<file path="config.mk">
export PLATFORM = sky130hd
export DESIGN_NAME = sdram_init_seq
export DESIGN_NICKNAME = d
export VERILOG_FILES = /design/src/rtl/sdinit_pkg.sv /design/src/rtl/sdinit_refresh_timer.sv /design/src/rtl/sdinit_dummy_engine.sv /design/src/rtl/sdinit_cmd_decode.sv /design/src/rtl/sdram_init_seq.sv
export SDC_FILE = /design/constraint.sdc
export NUM_CORES = 1
export LEC_CHECK = 0
export ABC_CLOCK_PERIOD_IN_PS = 2500
export BUFFER_PORTS_ARGS = -buffer_cell sky130_fd_sc_hd__buf_2
export CAP_MARGIN = 0
export CORE_ASPECT_RATIO = 0.75
export CORE_MARGIN = 5
export CORE_UTILIZATION = 40
export CTS_CLUSTER_SIZE = 14
export DETAILED_ROUTE_END_ITERATION = 7
export PLACE_DENSITY = 0.59
export SLEW_MARGIN = 40
export SYNTH_ARGS = -nofsm -noshare
export SYNTH_HDL_FRONTEND = slang
export SYNTH_SLANG_ARGS = --single-unit
</file>
<file path="constraint.sdc">
create_clock -name clk -period 2.5 [get_ports clk]
set_clock_uncertainty 0.15 [all_clocks]
set_input_delay 0.5 -clock clk [delete_from_list [all_inputs] [get_ports clk]]
set_output_delay 0.5 -clock clk [all_outputs]
set_load 0.03 [all_outputs]
</file>
<file path="src/rtl/sdinit_pkg.sv">
package sdinit_pkg;

   typedef enum logic [1:0] {
      CMD_NOP           = 2'd0,
      CMD_PRECHARGE_ALL = 2'd1,
      CMD_AUTO_REFRESH  = 2'd2,
      CMD_MODE_SET      = 2'd3
   } sd_cmd_e;

   typedef enum logic [3:0] {
      ST_POWER,
      ST_PRE,
      ST_PRE_GAP,
      ST_MRS1,
      ST_MRS1_GAP,
      ST_IREF,
      ST_IREF_GAP,
      ST_MRS2,
      ST_MRS2_GAP,
      ST_DUMMY,
      ST_PREF,
      ST_PREF_GAP,
      ST_RUN
   } seq_state_e;

   typedef enum logic [1:0] {
      ACC_IDLE,
      ACC_READ,
      ACC_WRITE
   } acc_state_e;

endpackage

</file>
<file path="src/rtl/sdinit_refresh_timer.sv">
module sdinit_refresh_timer #(
   parameter int PRESCALE       = 8,
   parameter int PERIOD         = 195,
   parameter int SIZE_W         = 10,
   parameter int SMALL_LIMIT_MB = 32,
   parameter bit SIZE_ADAPT     = 1'b1
) (
   input  logic              clk,
   input  logic              rst_n,
   input  logic              en_i,
   input  logic [SIZE_W-1:0] size_mb_i,
   output logic              tick_o
);
   localparam int PRE_W = $clog2(2*PRESCALE + 1);
   localparam int PER_W = $clog2(PERIOD + 1);

   logic             slow;
   logic [PRE_W-1:0] pre_lim;
   logic [PRE_W-1:0] pre_q;
   logic [PER_W-1:0] per_q;

   generate
      if (SIZE_ADAPT) begin : g_adapt
         assign slow = (size_mb_i <= SIZE_W'(SMALL_LIMIT_MB));
      end else begin : g_fixed
         logic unused_size;
         assign unused_size = ^size_mb_i;
         assign slow = 1'b0;
      end
   endgenerate

   assign pre_lim = slow ? PRE_W'(2*PRESCALE - 1) : PRE_W'(PRESCALE - 1);

   always_ff @(posedge clk or negedge rst_n) begin
      if (!rst_n) begin
         pre_q  <= '0;
         per_q  <= '0;
         tick_o <= 1'b0;
      end else if (!en_i) begin
         pre_q  <= '0;
         per_q  <= '0;
         tick_o <= 1'b0;
      end else begin
         tick_o <= 1'b0;
         if (pre_q >= pre_lim) begin
            pre_q <= '0;
            if (per_q == PER_W'(PERIOD - 1)) begin
               per_q  <= '0;
               tick_o <= 1'b1;
            end else begin
               per_q <= per_q + 1'b1;
            end
         end else begin
            pre_q <= pre_q + 1'b1;
         end
      end
   end
endmodule

</file>
<file path="src/rtl/sdinit_dummy_engine.sv">
module sdinit_dummy_engine
   import sdinit_pkg::*;
#(
   parameter int N_DUMMY = 10,
   parameter int IDX_W   = 4,
   parameter int DATA_W  = 32
) (
   input  logic              clk,
   input  logic              rst_n,
   input  logic              go_i,
   input  logic              ack_i,
   input  logic [DATA_W-1:0] rdata_i,
   output logic              req_o,
   output logic              we_o,
   output logic [IDX_W-1:0]  addr_o,
   output logic [DATA_W-1:0] wdata_o,
   output logic              busy_o,
   output logic              all_done_o
);
   acc_state_e        st_q;
   logic [IDX_W-1:0]  idx_q;
   logic [DATA_W-1:0] data_q;

   assign all_done_o = (idx_q == IDX_W'(N_DUMMY));
   assign busy_o     = (st_q != ACC_IDLE);
   assign req_o      = (st_q == ACC_READ) || (st_q == ACC_WRITE);
   assign we_o       = (st_q == ACC_WRITE);
   assign addr_o     = idx_q;
   assign wdata_o    = data_q;

   always_ff @(posedge clk or negedge rst_n) begin
      if (!rst_n) begin
         st_q   <= ACC_IDLE;
         idx_q  <= '0;
         data_q <= '0;
      end else begin
         case (st_q)
            ACC_IDLE: if (go_i && !all_done_o) st_q <= ACC_READ;
            ACC_READ: if (ack_i) begin
               data_q <= rdata_i;
               st_q   <= ACC_WRITE;
            end
            ACC_WRITE: if (ack_i) begin
               idx_q <= idx_q + 1'b1;
               st_q  <= ACC_IDLE;
            end
            default: st_q <= ACC_IDLE;
         endcase
      end
   end
endmodule

</file>
<file path="src/rtl/sdinit_cmd_decode.sv">
module sdinit_cmd_decode
   import sdinit_pkg::*;
#(
   parameter int ADDR_W     = 13,
   parameter int AP_BIT     = 10,
   parameter int MODE_VAL   = 'h22,
   parameter int MODE_SHIFT = 2,
   parameter bit REG_OUT    = 1'b1
) (
   input  logic              clk,
   input  logic              rst_n,
   input  seq_state_e        st_i,
   output logic [1:0]        cmd_o,
   output logic [ADDR_W-1:0] addr_o
);
   localparam logic [ADDR_W-1:0] MODE_WORD = ADDR_W'(MODE_VAL << MODE_SHIFT);
   localparam logic [ADDR_W-1:0] AP_WORD   = ADDR_W'(1) << AP_BIT;

   sd_cmd_e           cmd_d;
   logic [ADDR_W-1:0] addr_d;

   always_comb begin
      cmd_d  = CMD_NOP;
      addr_d = '0;
      case (st_i)
         ST_PRE:  begin cmd_d = CMD_PRECHARGE_ALL; addr_d = AP_WORD;   end
         ST_MRS1,
         ST_MRS2: begin cmd_d = CMD_MODE_SET;      addr_d = MODE_WORD; end
         ST_IREF,
         ST_PREF: cmd_d = CMD_AUTO_REFRESH;
         default: ;
      endcase
   end

   generate
      if (REG_OUT) begin : g_reg
         always_ff @(posedge clk or negedge rst_n) begin
            if (!rst_n) begin
               cmd_o  <= CMD_NOP;
               addr_o <= '0;
            end else begin
               cmd_o  <= cmd_d;
               addr_o <= addr_d;
            end
         end
      end else begin : g_comb
         logic unused_clk;
         assign unused_clk = clk ^ rst_n;
         assign cmd_o  = cmd_d;
         assign addr_o = addr_d;
      end
   endgenerate
endmodule

</file>
<file path="src/rtl/sdram_init_seq.sv">
module sdram_init_seq
   import sdinit_pkg::*;
#(
   parameter int CLK_MHZ        = 50,
   parameter int INIT_US        = 200,
   parameter int REFRESH_NS     = 31200,
   parameter int PRESCALE       = 8,
   parameter int TRP_CYC        = 2,
   parameter int TRFC_CYC       = 4,
   parameter int TMRD_CYC       = 2,
   parameter int INIT_REFS      = 8,
   parameter int BURST_REFS     = 4,
   parameter int N_DUMMY        = 10,
   parameter int ADDR_W         = 13,
   parameter int DATA_W         = 32,
   parameter int AP_BIT         = 10,
   parameter int MODE_VAL       = 'h22,
   parameter int MODE_SHIFT     = 2,
   parameter int SIZE_W         = 10,
   parameter int SMALL_LIMIT_MB = 32,
   parameter bit SIZE_ADAPT     = 1'b1,
   parameter bit REG_OUT        = 1'b1,
   localparam int IDX_W         = $clog2(N_DUMMY + 1)
) (
   input  logic              clk,
   input  logic              rst_n,
   input  logic [SIZE_W-1:0] size_mb_i,
   output logic [1:0]        cmd_o,
   output logic [ADDR_W-1:0] cmd_addr_o,
   output logic              acc_req_o,
   output logic              acc_we_o,
   output logic [IDX_W-1:0]  acc_addr_o,
   output logic [DATA_W-1:0] acc_wdata_o,
   input  logic [DATA_W-1:0] acc_rdata_i,
   input  logic              acc_ack_i,
   output logic              init_done_o
);
   localparam int INIT_CYC = CLK_MHZ * INIT_US;
   localparam int PERIOD   = (CLK_MHZ * REFRESH_NS) / (1000 * PRESCALE);
   localparam int GAP_MAX  = (TRP_CYC > TRFC_CYC) ?
                             ((TRP_CYC > TMRD_CYC) ? TRP_CYC : TMRD_CYC) :
                             ((TRFC_CYC > TMRD_CYC) ? TRFC_CYC : TMRD_CYC);
   localparam int WAIT_MAX = (INIT_CYC > GAP_MAX) ? INIT_CYC : GAP_MAX;
   localparam int CNT_W    = $clog2(WAIT_MAX + 1);
   localparam int REF_MAX  = (INIT_REFS > BURST_REFS) ? INIT_REFS : BURST_REFS;
   localparam int RL_W     = $clog2(REF_MAX + 1);

   generate
      if (TRP_CYC < 1 || TRFC_CYC < 1 || TMRD_CYC < 1) begin : g_bad_gap
         $error("command gaps must be at least one cycle");
      end
      if (INIT_REFS < 1 || BURST_REFS < 1) begin : g_bad_refs
         $error("refresh counts must be at least one");
      end
      if (AP_BIT >= ADDR_W) begin : g_bad_ap
         $error("precharge-all bit outside the address bus");
      end
      if (PERIOD < 1 || PRESCALE < 1) begin : g_bad_period
         $error("refresh period rounds to zero");
      end
      if (N_DUMMY < 1) begin : g_bad_dummy
         $error("at least one dummy access is needed");
      end
   endgenerate

   seq_state_e       st_q;
   logic [CNT_W-1:0] wait_q;
   logic [RL_W-1:0]  ref_left_q;
   logic             timer_en_q;
   logic             pend_q;
   logic             done_q;
   logic             tick;
   logic             take_ref;
   logic             eng_busy;
   logic             eng_all_done;
   logic             eng_go;
   logic             wait_zero;

   assign wait_zero   = (wait_q == '0);
   assign take_ref    = pend_q && ((st_q == ST_RUN) || ((st_q == ST_DUMMY) && !eng_busy));
   assign eng_go      = (st_q == ST_DUMMY) && !pend_q;
   assign init_done_o = done_q;

   always_ff @(posedge clk or negedge rst_n) begin
      if (!rst_n) begin
         st_q       <= ST_POWER;
         wait_q     <= CNT_W'(INIT_CYC - 1);
         ref_left_q <= '0;
         timer_en_q <= 1'b0;
         pend_q     <= 1'b0;
         done_q     <= 1'b0;
      end else begin
         pend_q <= tick | (pend_q & ~take_ref);
         case (st_q)
            ST_POWER: begin
               if (wait_zero) st_q <= ST_PRE;
               else           wait_q <= wait_q - 1'b1;
            end
            ST_PRE: begin
               st_q   <= ST_PRE_GAP;
               wait_q <= CNT_W'(TRP_CYC - 1);
            end
            ST_PRE_GAP: begin
               if (wait_zero) st_q <= ST_MRS1;
               else           wait_q <= wait_q - 1'b1;
            end
            ST_MRS1: begin
               st_q   <= ST_MRS1_GAP;
               wait_q <= CNT_W'(TMRD_CYC - 1);
            end
            ST_MRS1_GAP: begin
               if (wait_zero) begin
                  st_q       <= ST_IREF;
                  ref_left_q <= RL_W'(INIT_REFS - 1);
               end else begin
                  wait_q <= wait_q - 1'b1;
               end
            end
            ST_IREF: begin
               st_q   <= ST_IREF_GAP;
               wait_q <= CNT_W'(TRFC_CYC - 1);
            end
            ST_IREF_GAP: begin
               if (!wait_zero) begin
                  wait_q <= wait_q - 1'b1;
               end else if (ref_left_q == '0) begin
                  st_q <= ST_MRS2;
               end else begin
                  ref_left_q <= ref_left_q - 1'b1;
                  st_q       <= ST_IREF;
               end
            end
            ST_MRS2: begin
               st_q   <= ST_MRS2_GAP;
               wait_q <= CNT_W'(TMRD_CYC - 1);
            end
            ST_MRS2_GAP: begin
               if (wait_zero) begin
                  st_q       <= ST_DUMMY;
                  timer_en_q <= 1'b1;
               end else begin
                  wait_q <= wait_q - 1'b1;
               end
            end
            ST_DUMMY: begin
               if (take_ref) begin
                  st_q       <= ST_PREF;
                  ref_left_q <= RL_W'(BURST_REFS - 1);
               end else if (eng_all_done && !eng_busy) begin
                  st_q   <= ST_RUN;
                  done_q <= 1'b1;
               end
            end
            ST_PREF: begin
               st_q   <= ST_PREF_GAP;
               wait_q <= CNT_W'(TRFC_CYC - 1);
            end
            ST_PREF_GAP: begin
               if (!wait_zero) begin
                  wait_q <= wait_q - 1'b1;
               end else if (ref_left_q == '0) begin
                  st_q <= done_q ? ST_RUN : ST_DUMMY;
               end else begin
                  ref_left_q <= ref_left_q - 1'b1;
                  st_q       <= ST_PREF;
               end
            end
            ST_RUN: begin
               if (take_ref) begin
                  st_q       <= ST_PREF;
                  ref_left_q <= RL_W'(BURST_REFS - 1);
               end
            end
            default: st_q <= ST_POWER;
         endcase
      end
   end

   sdinit_refresh_timer #(
      .PRESCALE      (PRESCALE),
      .PERIOD        (PERIOD),
      .SIZE_W        (SIZE_W),
      .SMALL_LIMIT_MB(SMALL_LIMIT_MB),
      .SIZE_ADAPT    (SIZE_ADAPT)
   ) u_timer (
      .clk      (clk),
      .rst_n    (rst_n),
      .en_i     (timer_en_q),
      .size_mb_i(size_mb_i),
      .tick_o   (tick)
   );

   sdinit_dummy_engine #(
      .N_DUMMY(N_DUMMY),
      .IDX_W  (IDX_W),
      .DATA_W (DATA_W)
   ) u_dummy (
      .clk       (clk),
      .rst_n     (rst_n),
      .go_i      (eng_go),
      .ack_i     (acc_ack_i),
      .rdata_i   (acc_rdata_i),
      .req_o     (acc_req_o),
      .we_o      (acc_we_o),
      .addr_o    (acc_addr_o),
      .wdata_o   (acc_wdata_o),
      .busy_o    (eng_busy),
      .all_done_o(eng_all_done)
   );

   sdinit_cmd_decode #(
      .ADDR_W    (ADDR_W),
      .AP_BIT    (AP_BIT),
      .MODE_VAL  (MODE_VAL),
      .MODE_SHIFT(MODE_SHIFT),
      .REG_OUT   (REG_OUT)
   ) u_decode (
      .clk   (clk),
      .rst_n (rst_n),
      .st_i  (st_q),
      .cmd_o (cmd_o),
      .addr_o(cmd_addr_o)
   );
endmodule

</file>
==> PnR_summary.wiki <==
{| class="wikitable"
! Metric !! Value
|-
| Critical Path AT || 2470 ps
|-
| Detailed-routing iteration count for the pre-antenna-repair pass || 4
|-
| Switching Share || 0.202
|-
| Proportion of synthesized area in mux cells || 0.104
|-
| Sum of routed wire length over all layers || 8650 µm
|-
| Crit path required time || roughly 2600 ps
|-
| Max-slew violations || 0
|-
| Synth cell types || 62
|-
| Design Power || 0.00268 W
|-
| RR Startpoint || wait_q[0]
|-
| Boundary pin count || 99
|-
| Critical path fanouts, max || 10
|-
| Worst min-delay path class || primary input to register
|-
| Number of buffers added on ports || 88
|-
| Leading cell types by total area after synthesis || dfrtp_1 (45%), mux2_2 (9.9%), dfstp_2 (5.2%)
|-
| Gate count of the mapped netlist || 372
|-
| Worst r2r dst || wait_q[13]
|-
| H-tree depth reported by CTS || 3
|-
| Internal reg-to-reg setup slack || 140 ps
|-
| Final nets || 538
|-
| Height of the die || 97.5 µm
|-
| Area fraction in compound gates after synthesis || 0.117
|-
| Cell area after placement || 4750 µm²
|-
| Antenna cells || 0
|-
| Routed via count || 3150
|-
| Proportion of power drawn by combinational gates || 0.032
|-
| Final critical-path required period || 2360 ps
|-
| Total number of yosys warnings || 0
|-
| Sinks on the clock net || 81
|-
| Post-route design area || 5070 µm²
|-
| Largest net degree at the start of global routing || between 50 and 60
|-
| Sw power || 0.000542 W
|-
| DRC Markers || 0
|-
| Placement row count || 31
|-
| Run status || completed
|-
| Max Clock Freq || approximately 420 MHz
|-
| Startpoint-to-endpoint class of the critical path || register to register
|-
| Share of the cycle needed by the critical path after routing || 0.946
|-
| Register bit count reported by yosys || 81
|-
| Count leader, synth || dfrtp_1
|-
| Nature of the critical path endpoint || register
|-
| Initial antenna violation count || 0
|-
| Mean routed wirelength per cell || 14.0 µm
|-
| Share of the yosys chip area belonging to registers || 0.499
|-
| Number of buffers between clock root and the deepest sink || 2
|-
| Clock tree from TritonCTS || built
|-
| Die Area || 12300 µm²
|-
| Wire length of the first global-routing pass || between 10000 and 15000 µm
|-
| Clock root buffer master || clkbuf_16
|-
| Aggregate global-route resource usage || 0.144
|-
| Clock transition at the register clock pins on the worst setup and hold paths after CTS || 60 ps
|-
| Ys flop type || dfrtp_1
|-
| Fraction of final layout cells sized beyond drive strength 1 || 0.370
|-
| Hold_ws || 252 ps
|-
| DPL Wire Length || 6440 µm
|-
| Synthesized-area fraction occupied by and/or/nand/nor cells || 0.146
|-
| Combinational family with the most area after synthesis || simple AND/OR/NAND/NOR gates
|-
| Share of the synthesized netlist area taken by xor and xnor gates || 0.0386
|-
| Via count of the first global-routing pass || between 3000 and 4000
|-
| Number of flops mapped to enable cells by yosys || 0
|-
| Clock share of power || 0.479
|-
| Sequential fraction of design power || 0.489
|-
| Worst hold path startpoint || acc_rdata_i[5]
|-
| Per-instance average area after synthesis || 11.0 µm²
|-
| Total congestion overflow after global routing || 0
|-
| Total power divided by cell area || 529 nW/µm²
|-
| Final setup violating endpoints || 0
|-
| Hold-critical path endpoint || u_dummy.wdata_o[5]
|-
| Standard cell core area || 9810 µm²
|-
| Source-to-sink clock delay at the later pin of the worst-skew pair || 330 ps
|-
| Number of DRC violations after detailed-routing iteration 0 || 144
|-
| Fin Setup TNS || 0 ps
|-
| Hold Vio Cnt, Final || 0
|-
| Count of cells along the worst hold path || 2
|-
| Unrepaired setup endpoints after global routing || false
|-
| Summed instance area of the synthesized netlist || 4080 µm²
|-
| Per-cell via count in the routed design || 5.11
|-
| Antenna violation net count after detailed routing || 0
|-
| Internal power of the cells || 0.00214 W
|-
| Top cells by count, synth || dfrtp_1 (73), mux2_2 (36), nor2_1 (33)
|-
| Area share of the leading cell type in the synthesized netlist || 0.448
|-
| Max-slew headroom || 0.636
|-
| Lkg Pwr || between 2 and 3 nW
|-
| Slew @ Worst Pin || 542 ps
|-
| Area added between synthesis and finish || 24.3%
|-
| Synthesized-area fraction occupied by adder cells || 0.0454
|-
| Initial Util || 0.416
|-
| Reported max-cap violation count || 0
|-
| Worst Setup Start Kind || register
|-
| Share of async-settable or async-resettable flops after synthesis || 1.00
|-
| Total CTS buffers || 9
|-
| Worst reg2reg path depth || 8
|-
| Peak supply drop || around 0.33 mV
|-
| Die extent in x || 127 µm
|-
| RePlAce Congestion || 0.787
|-
| Cell type contributing the most total cell area after synthesis || dfrtp_1
|}
-- worst max path at each step --
| stage | end | cells past startpoint | startpoint | slack (ps) |
|---|---|---|---|---|
| floorplan | u_timer.per_q[3] | 10 | size_mb_i[1] | 0.9 |
| global placement | u_timer.per_q[3] | 11 | size_mb_i[1] | -130 |
| detailed placement | u_timer.per_q[5] | 11 | size_mb_i[1] | -180 |
| CTS | wait_q[10] | 8 | wait_q[0] | 70 |
| global route | u_timer.per_q[4] | 11 | size_mb_i[1] | 7 |
| finish | wait_q[13] | 8 | wait_q[0] | 140 |
-- logic make-up after synthesis --
| kind of cell | count (synthesis) |
|---|---|
| AO/OA/AOI/OAI | 71 |
| XOR/XNOR | 18 |
| adder cells (fa/ha/maj) | 15 |
| buffers and inverters | 39 |
| flip-flops | 81 |
| multiplexers | 38 |
| other | 1 |
| AND/OR/NAND/NOR | 109 |
-- through the flow --
step | instances | util | setup WS (ps)
detailed placement | 597 | 0.484 | -180
finish | 616 | 0.517 | 135
CTS | 614 | 0.514 | 66.2
floorplan | 381 | - | 0.852
global route | 616 | 0.517 | 6.82
global placement | 597 | 0.484 | -128
-- final cells by class --
| cell class | instances | area (µm²) |
|---|---|---|
| clock buffer | 13 | 250 |
| clock inverter | 3 | 40.0 |
| fill | 886 | 4740 |
| inverter | 13 | 48.8 |
| multi-input combinational | 261 | 1890 |
| sequential | 81 | 2040 |
| tap | 132 | 165 |
| timing repair buffer | 113 | 646 |
-- critical path, cell delays in order, from the launching register on --
cell and delay, ps:
dfstp_2 550, inv_1 90, ha_1 220, nor3b_1 140, buf_4 150, nand4b_4 170, o2111ai_1 260, or3_1 410
a21oi_1 160
-- flip-flops by register name, summed over array words and instances, names as in the netlist --
signal	cells
u_dummy.wdata_o	32
timer_en_q	1
pend_q	1
wait_q	14
u_decode.cmd_o	2
u_dummy.st_q	2
u_decode.addr_o	2
u_timer.tick_o	1
u_timer.per_q	8
u_dummy.addr_o	4
ref_left_q	4
st_q	4
u_timer.pre_q	5
init_done_o	1
-- layer usage --
layer	vias to the layer above	global-route usage	wire, µm
met1	1525	0.191	4030
met4	0	0.0363	87
met5	-	0	0
li1	1518	-	-
met3	7	0.0544	730
met2	100	0.224	3800
-- power by group through the flow --
stage	Combinational (W)	Clock, W	Sequential, W
final	0.0000847	0.00129	0.00131
after floorplan	0.0000333	0	0.00134
after global placement	0.0000847	0	0.00134
after CTS	0.0000875	0.00133	0.00131
after detailed placement	0.0000862	0	0.00134
after global routing	0.0000966	0.00138	0.00131
-- what timing repair did --
item,in CTS,in global routing
hold buffers,1,0
buffers inserted,0,2
endpoints found under the setup margin,0,6
gates resized for setup,0,2
hold endpoints to repair,28,0
-- layout by cell type, fill, tap and decap left out, types with 14 or more instances in the layout --
cell type / Yosys / final
a21oi_1: 16 / 16
buf_2: 4 / 87
buf_4: 11 / 24
dfrtp_1: 73 / 73
ha_1: 14 / 14
mux2_2: 36 / 36
nand2_1: 16 / 16
nor2_1: 33 / 33
xor2_1: 15 / 15
Power figures use the tool's default switching activity.
